### src/rtl/pcs66_rx_pkg.sv
package pcs66_rx_pkg;

   localparam int PAYLOAD_W = 64;
   localparam int NBYTES    = PAYLOAD_W / 8;
   localparam int CNT_W     = $clog2(NBYTES);
   localparam int BLOCK_W   = PAYLOAD_W + 2;

   localparam logic [1:0] HDR_DATA = 2'b01;
   localparam logic [1:0] HDR_CTRL = 2'b10;

   localparam logic [7:0] TYPE_START = 8'h78;
   localparam logic [7:0] TYPE_OSET  = 8'h4B;

   typedef enum logic [1:0] {
      FR_IDLE,
      FR_ACTIVE,
      FR_DROP
   } fr_state_e;

   typedef struct packed {
      logic [PAYLOAD_W-1:0] data;
      logic [CNT_W-1:0]     bytes;
      logic                 last;
      logic                 abort;
   } pkt_word_t;

   typedef struct packed {
      logic             hit;
      logic [CNT_W-1:0] count;
   } term_info_t;

   // Terminate block types, ordered by trailing byte count
   function automatic term_info_t term_decode(input logic [7:0] btype);
      term_info_t r;
      r.hit   = 1'b1;
      r.count = '0;
      case (btype)
         8'h87:   r.count = 3'd0;
         8'h99:   r.count = 3'd1;
         8'hAA:   r.count = 3'd2;
         8'hB4:   r.count = 3'd3;
         8'hCC:   r.count = 3'd4;
         8'hD2:   r.count = 3'd5;
         8'hE1:   r.count = 3'd6;
         8'hFF:   r.count = 3'd7;
         default: r.hit = 1'b0;
      endcase
      return r;
   endfunction

endpackage

### src/rtl/pcs66_link_mon.sv
module pcs66_link_mon #(
   parameter int LOCK_BLOCKS = 64
) (
   input  logic clk,
   input  logic rst_n,
   input  logic blk_valid,
   input  logic hdr_ok,
   input  logic phy_fault,
   output logic link_up
);
   localparam int CW = $clog2(LOCK_BLOCKS);

   generate
      if (LOCK_BLOCKS < 2) begin : g_bad_lock
         $error("LOCK_BLOCKS must be at least 2");
      end
   endgenerate

   logic [CW-1:0] good_cnt;

   always_ff @(posedge clk) begin
      if (!rst_n) begin
         good_cnt <= '0;
         link_up  <= 1'b0;
      end else if (phy_fault) begin
         good_cnt <= '0;
         link_up  <= 1'b0;
      end else if (blk_valid) begin
         if (!hdr_ok) begin
            good_cnt <= '0;
            link_up  <= 1'b0;
         end else if (!link_up) begin
            if (good_cnt == CW'(LOCK_BLOCKS - 1)) begin
               link_up  <= 1'b1;
               good_cnt <= '0;
            end else begin
               good_cnt <= good_cnt + 1'b1;
            end
         end
      end
   end


   bad_hdr_drop_chk: assert property (@(posedge clk) disable iff (!rst_n)
      blk_valid && !hdr_ok |=> !link_up);


   phy_drop_chk: assert property (@(posedge clk) disable iff (!rst_n)
      phy_fault |=> !link_up);


   rise_on_good_chk: assert property (@(posedge clk) disable iff (!rst_n)
      !link_up ##1 link_up |-> $past(blk_valid && hdr_ok && !phy_fault));

endmodule

### src/rtl/pcs66_fault_mon.sv
module pcs66_fault_mon #(
   parameter int CLEAR_BLOCKS = 128
) (
   input  logic clk,
   input  logic rst_n,
   input  logic blk_valid,
   input  logic seen,
   input  logic force_set,
   output logic fault
);
   localparam int CW = $clog2(CLEAR_BLOCKS);

   generate
      if (CLEAR_BLOCKS < 2) begin : g_bad_clear
         $error("CLEAR_BLOCKS must be at least 2");
      end
   endgenerate

   logic [CW-1:0] quiet_cnt;

   always_ff @(posedge clk) begin
      if (!rst_n) begin
         fault     <= 1'b0;
         quiet_cnt <= '0;
      end else if (force_set || (blk_valid && seen)) begin
         fault     <= 1'b1;
         quiet_cnt <= '0;
      end else if (blk_valid && fault) begin
         if (quiet_cnt == CW'(CLEAR_BLOCKS - 1)) begin
            fault     <= 1'b0;
            quiet_cnt <= '0;
         end else begin
            quiet_cnt <= quiet_cnt + 1'b1;
         end
      end
   end


   set_on_seen_chk: assert property (@(posedge clk) disable iff (!rst_n)
      blk_valid && seen |=> fault);


   no_clear_without_block_chk: assert property (@(posedge clk) disable iff (!rst_n)
      fault && !blk_valid |=> fault);

endmodule

### src/rtl/pcs66_framer.sv
module pcs66_framer
   import pcs66_rx_pkg::*;
(
   input  logic                 clk,
   input  logic                 rst_n,
   input  logic                 blk_valid,
   input  logic [1:0]           hdr,
   input  logic [PAYLOAD_W-1:0] payload,
   input  logic                 m_ready,
   output logic                 m_valid,
   output pkt_word_t            m_word
);
   fr_state_e  st, st_n;
   pkt_word_t  pend_w, pend_w_n;
   logic       pend_v, pend_v_n;
   pkt_word_t  out_w, out_w_n;
   logic       out_v, out_v_n;
   logic       abort_q, abort_n;

   logic       is_data, is_ctrl, out_free, need_push, new_abort;
   pkt_word_t  push_w, tail_w, abort_w;
   term_info_t term;

   assign is_data  = (hdr == HDR_DATA);
   assign is_ctrl  = (hdr == HDR_CTRL);
   assign term     = term_decode(payload[7:0]);
   assign out_free = !out_v || m_ready;

   always_comb begin
      abort_w = '0;
      abort_w.last  = 1'b1;
      abort_w.abort = 1'b1;
      tail_w = '0;
      tail_w.bytes = term.count;
      tail_w.last  = 1'b1;
      for (int k = 0; k < NBYTES - 1; k++) begin
         if (k < int'(term.count))
            tail_w.data[8*k +: 8] = payload[8*(k+1) +: 8];
      end
   end

   always_comb begin
      st_n      = st;
      pend_w_n  = pend_w;
      pend_v_n  = pend_v;
      out_w_n   = out_w;
      out_v_n   = out_v && !m_ready;
      need_push = 1'b0;
      push_w    = pend_w;
      new_abort = 1'b0;

      // a finished tail leaves the pending slot on the next cycle
      if (pend_v && pend_w.last) begin
         need_push = 1'b1;
         pend_v_n  = 1'b0;
      end

      if (blk_valid) begin
         case (st)
            FR_ACTIVE: begin
               if (is_data) begin
                  need_push = pend_v;
                  pend_w_n  = '{data: payload, bytes: '0, last: 1'b0, abort: 1'b0};
                  pend_v_n  = 1'b1;
               end else if (is_ctrl && term.hit) begin
                  st_n = FR_IDLE;
                  if (term.count == '0) begin
                     pend_v_n = 1'b0;
                     if (pend_v) begin
                        need_push   = 1'b1;
                        push_w.last = 1'b1;
                     end else begin
                        new_abort = 1'b1;
                     end
                  end else begin
                     need_push = pend_v;
                     pend_w_n  = tail_w;
                     pend_v_n  = 1'b1;
                  end
               end else begin
                  new_abort = 1'b1;
                  pend_v_n  = 1'b0;
                  st_n      = FR_DROP;
               end
            end
            default: begin
               if (is_ctrl && payload[7:0] == TYPE_START) begin
                  st_n = FR_ACTIVE;
                  if (!(pend_v && pend_w.last))
                     pend_v_n = 1'b0;
               end
            end
         endcase
      end

      abort_n = abort_q && !out_free;
      if (abort_q && out_free) begin
         out_w_n = abort_w;
         out_v_n = 1'b1;
      end
      if (need_push) begin
         if (out_free && !abort_q) begin
            out_w_n = push_w;
            out_v_n = 1'b1;
         end else begin
            new_abort = 1'b1;
            pend_v_n  = 1'b0;
            if (st_n == FR_ACTIVE)
               st_n = FR_DROP;
         end
      end
      if (new_abort)
         abort_n = 1'b1;
   end

   always_ff @(posedge clk) begin
      if (!rst_n) begin
         st      <= FR_IDLE;
         pend_w  <= '0;
         pend_v  <= 1'b0;
         out_w   <= '0;
         out_v   <= 1'b0;
         abort_q <= 1'b0;
      end else begin
         st      <= st_n;
         pend_w  <= pend_w_n;
         pend_v  <= pend_v_n;
         out_w   <= out_w_n;
         out_v   <= out_v_n;
         abort_q <= abort_n;
      end
   end

   assign m_valid = out_v;
   assign m_word  = out_w;


   hold_stable_chk: assert property (@(posedge clk) disable iff (!rst_n)
      m_valid && !m_ready |=> m_valid && $stable(m_word));


   tail_is_last_chk: assert property (@(posedge clk) disable iff (!rst_n)
      m_valid && m_word.bytes != '0 |-> m_word.last && !m_word.abort);


   abort_shape_chk: assert property (@(posedge clk) disable iff (!rst_n)
      m_valid && m_word.abort |-> m_word.last && m_word.data == '0);

endmodule

### src/rtl/pcs66_rx_decoder.sv
module pcs66_rx_decoder
   import pcs66_rx_pkg::*;
#(
   parameter int         LOCK_BLOCKS  = 64,
   parameter int         FAULT_CLEAR  = 128,
   parameter logic [7:0] LOCAL_SEQ    = 8'h01,
   parameter logic [7:0] REMOTE_SEQ   = 8'h02
) (
   input  logic               clk,
   input  logic               rst_n,
   input  logic               blk_valid,
   input  logic [BLOCK_W-1:0] blk_data,
   input  logic               phy_fault,
   output logic               m_valid,
   input  logic               m_ready,
   output logic [PAYLOAD_W-1:0] m_data,
   output logic [CNT_W-1:0]   m_bytes,
   output logic               m_last,
   output logic               m_abort,
   output logic               link_up,
   output logic               local_fault,
   output logic               remote_fault
);
   localparam int NKINDS = 2;

   logic [1:0]           hdr;
   logic [PAYLOAD_W-1:0] payload;
   logic                 hdr_ok, oset;
   logic [NKINDS-1:0]    fault_vec;
   pkt_word_t            word;

   assign hdr     = blk_data[1:0];
   assign payload = blk_data[BLOCK_W-1:2];
   assign hdr_ok  = (hdr == HDR_DATA) || (hdr == HDR_CTRL);
   assign oset    = (hdr == HDR_CTRL) && (payload[7:0] == TYPE_OSET);

   pcs66_link_mon #(.LOCK_BLOCKS(LOCK_BLOCKS)) u_link (
      .clk(clk), .rst_n(rst_n), .blk_valid(blk_valid), .hdr_ok(hdr_ok),
      .phy_fault(phy_fault), .link_up(link_up)
   );

   generate
      for (genvar g = 0; g < NKINDS; g++) begin : g_fault
         localparam logic [7:0] SEQ = (g == 0) ? LOCAL_SEQ : REMOTE_SEQ;
         logic force_in;
         if (g == 0) begin : g_forced
            assign force_in = phy_fault;
         end else begin : g_free
            assign force_in = 1'b0;
         end
         pcs66_fault_mon #(.CLEAR_BLOCKS(FAULT_CLEAR)) u_fault (
            .clk(clk), .rst_n(rst_n), .blk_valid(blk_valid),
            .seen(oset && payload[31:24] == SEQ),
            .force_set(force_in), .fault(fault_vec[g])
         );
      end
   endgenerate

   assign local_fault  = fault_vec[0];
   assign remote_fault = fault_vec[1];

   pcs66_framer u_framer (
      .clk(clk), .rst_n(rst_n), .blk_valid(blk_valid), .hdr(hdr),
      .payload(payload), .m_ready(m_ready), .m_valid(m_valid), .m_word(word)
   );

   assign m_data  = word.data;
   assign m_bytes = word.bytes;
   assign m_last  = word.last;
   assign m_abort = word.abort;


   phy_forces_local_chk: assert property (@(posedge clk) disable iff (!rst_n)
      phy_fault |=> local_fault);


   reset_quiet_chk: assert property (@(posedge clk)
      !rst_n |=> !m_valid && !link_up && !local_fault && !remote_fault);

endmodule

### config.mk
export PLATFORM = sky130hd
export DESIGN_NAME = pcs66_rx_decoder
export DESIGN_NICKNAME = d
export VERILOG_FILES = /design/src/rtl/pcs66_rx_pkg.sv /design/src/rtl/pcs66_link_mon.sv /design/src/rtl/pcs66_fault_mon.sv /design/src/rtl/pcs66_framer.sv /design/src/rtl/pcs66_rx_decoder.sv
export SDC_FILE = /design/constraint.sdc
export NUM_CORES = 1
export LEC_CHECK = 0
export BUFFER_PORTS_ARGS = -buffer_cell sky130_fd_sc_hd__buf_2
export CELL_PAD_IN_SITES_DETAIL_PLACEMENT = 1
export CELL_PAD_IN_SITES_GLOBAL_PLACEMENT = 2
export CORE_MARGIN = 5
export CORE_UTILIZATION = 34
export CTS_BUF_LIST = sky130_fd_sc_hd__clkbuf_4 sky130_fd_sc_hd__clkbuf_8
export CTS_CLUSTER_SIZE = 16
export DETAILED_ROUTE_END_ITERATION = 7
export PLACE_DENSITY_LB_ADDON = 0.1
export SKIP_CTS_REPAIR_TIMING = 1
export SYNTH_ARGS = -nofsm -noshare
export SYNTH_HDL_FRONTEND = slang
export SYNTH_SLANG_ARGS = --single-unit
### constraint.sdc
create_clock -name clk -period 2.7 [get_ports clk]
set_input_delay 0.27 -clock clk [delete_from_list [all_inputs] [get_ports clk]]
set_output_delay 0.27 -clock clk [all_outputs]
set_load 0.02 [all_outputs]
==> metrics.txt <==
sequential share of power=54.0%; Layout Area Growth over Synthesis=19.9%; Leakage=3.22 nW; sequential fraction of the synthesis area=47.8%; gr ovfl total=0; Int Power=3.25 mW; Core Area=20100 µm²; Slew HR=50.5%; Die Span Y=153 µm; Max-Cap Viols=0; Post-Syn Nets=812; global placer's final weighted congestion=0.826; Synth top area share=47.8%; critical path type=reg -> reg; drt total wl=22.8 mm; # H-tree levels=4; post-synth top area cell=dfxtp_1; ranking of synthesized cells by area=dfxtp_1 (48%), a22o_1 (8.5%), nor3_1 (5.2%); Mapped Cells=736; # rows=52; Crit. End Element=register; Clock power frac=40.1%; Antenna Cells=0; max-slew violations=0; # IOs=144; total CTS buffers=17; P_sw=1.26 mW; Pwr Total=4.51 mW; drt drc=3; RSZ-0062 raised after global routing=false; Final Hold Fails=0; crit-path max FO=31; post-DR vias/cell=5.57; total number of vias=6327; die area=23300 µm²; clk sinks=165; CP arrival=2680 ps; placed cell areas=7880 µm²; Critical Path RT=3100 ps; first-pass GRT wire length=35.9 mm; Sw Share=28.0%; Detailed Place HPWL=16.5 mm; fin crit period=2280 ps; Starting Density=34.4%; largest net degree at the start of global routing=68; number of port buffers=143; Gate power share=5.9%; setup tns final=0 ps; finished layout cell area=8280 µm²; WL/cell=20.1 µm; period utilization=84.3%; layout cell share with drive strength beyond 1=25.5%; Distinct cells, synth=59; Synth Area per Inst=9.39 µm²; Total GRT Usage=19.0%; Synth Flop Type=dfxtp_1; CTS root buf=clkbuf_8; die width=153 µm; CTS tree=built; status=finished with violations; Worst VDD drop=0.285 mV; DR pass1 iterations=8; Pwr per Cell Area=545 nW/µm²; nets=929; Longest Clk Path Bufs=2; failing checks=design-rule violations; Fmax=439 MHz; number of global-route vias before repair=6391; endpoints failing setup=0; drt first-iter violations=338; Post-Syn Area=6910 µm²; Worst Clk Skew=20.8 ps; FFs w/ async S/R, synth=0%; Post-synth EDFFs=0; CTS clk-pin slew, worst paths=90 ps; initial antenna violation count=0; number of synthesized register bits=165; slew at the pin with the worst max-slew slack=736 ps; Syn. warnings=0; critical path launch point type=register; post-route ant nets=0; worst min-delay path category=in -> reg; worst-skew pair later-pin latency=470 ps; Hold WS=70.2 ps
## power by group through the flow
stage / sequential [mW] / combinational (mW) / clock, mW
after detailed placement: 2.49 / 0.266 / 0
final: 2.44 / 0.265 / 1.81
after global placement: 2.49 / 0.259 / 0
after CTS: 2.44 / 0.266 / 1.88
after floorplan: 2.49 / 0.130 / 0
after global routing: 2.44 / 0.287 / 1.98
## worst max-delay path: stages (launching register included)
cell       delay [ps]
dfxtp_1           320
and3b_1           300
and2_1            170
a211o_1           180
nand2_1           190
a2111oi_4         450
buf_4             400
a22o_1            200
## area by class of cell
cell class	count	area, µm²
Tap cell	270	338
Sequential cell	165	3300
Clock buffer	18	248
Inverter	13	48.8
Fill cell	2356	11800
Clock inverter	14	151
Timing Repair Buffer	167	933
Multi-Input combinational cell	489	3260
## layer usage
| layer | GRT usage (%) | up-vias | share of wire [%] |
|---|---|---|---|
| met5 | 0 | - | 0 |
| met3 | 4.52 | 23 | 5.1 |
| li1 | - | 3032 | - |
| met1 | 26.0 | 3108 | 47 |
| met4 | 5.43 | 0 | 1.8 |
| met2 | 30.2 | 164 | 46 |
## synth_stat cells (all sizes together) (6+ instances only)
library cell / number
xor2: 7
a311oi: 11
inv: 13
nor3: 72
o21ai: 12
nand2: 44
a21oi: 28
nand3: 31
clkbuf: 42
o211ai: 6
nor4: 7
nor2: 41
o22ai: 6
and2: 11
nand2b: 8
nand4: 7
a22o: 67
a211oi: 27
a22oi: 29
a222oi: 16
dfxtp: 165
buf: 27
## worst paths after layout
path / from / to / slack (ps) / depth (start not counted)
worst max register to register: u_framer.st[1] / u_framer.m_word[24] / 420 / 7
worst min-delay path: blk_data[61] / u_framer.pend_w[64] / 70 / 3
worst min register to register: u_framer.m_word[9] / u_framer.m_word[9] / 480 / 1
worst max-delay path: u_framer.st[1] / u_framer.m_word[24] / 420 / 7
## flip-flops by register name, indices dropped and copies added, names as in the netlist, named ones only
| register | flops |
|---|---|
| g_fault.u_fault.fault | 2 |
| g_fault.u_fault.quiet_cnt | 14 |
| u_framer.abort_q | 1 |
| u_framer.m_valid | 1 |
| u_framer.m_word | 68 |
| u_framer.pend_v | 1 |
| u_framer.pend_w | 68 |
| u_framer.st | 2 |
| u_link.good_cnt | 6 |
| u_link.link_up | 1 |
## cells in the final DEF (no fill, tap or decap), types with 3 or more instances in the layout
cell type    n
a211oi_1    27
a21oi_1     28
a222oi_1    16
a22o_1      67
a22oi_1     29
a311oi_1    11
and2_1      10
and3_1       3
and4_1       3
buf_12       3
buf_2      143
buf_4       21
clkbuf_8    18
dfxtp_1    165
ha_1         4
inv_1       12
inv_6        5
inv_8        6
nand2_1     44
nand2b_1     8
nand3_1     31
nand3b_1     3
nand4_1      7
nor2_1      41
nor2b_1      5
nor3_1      72
nor4_1       6
o2111ai_1    3
o211ai_1     4
o21ai_0     11
o221a_2      5
o22ai_1      6
xnor2_1      4
xor2_1       7
## metrics by stage
stage	setup WS [ps]	util, %	std cells
floorplan	535	-	736
global placement	212	39.2	1104
detailed placement	107	39.2	1104
CTS	430	41.2	1136
global route	302	41.2	1136
finish	423	41.2	1136
## kinds of logic after synthesis
kind of cell | share of synthesized area (%)
AO/OA/AOI/OAI | 26.8
XOR/XNOR | 1.39
adder cells (fa/ha/maj) | 0.906
buffers and inverters | 5.11
flip-flops | 47.8
AND/OR/NAND/NOR | 18.0
Power figures use the tool's default switching activity.
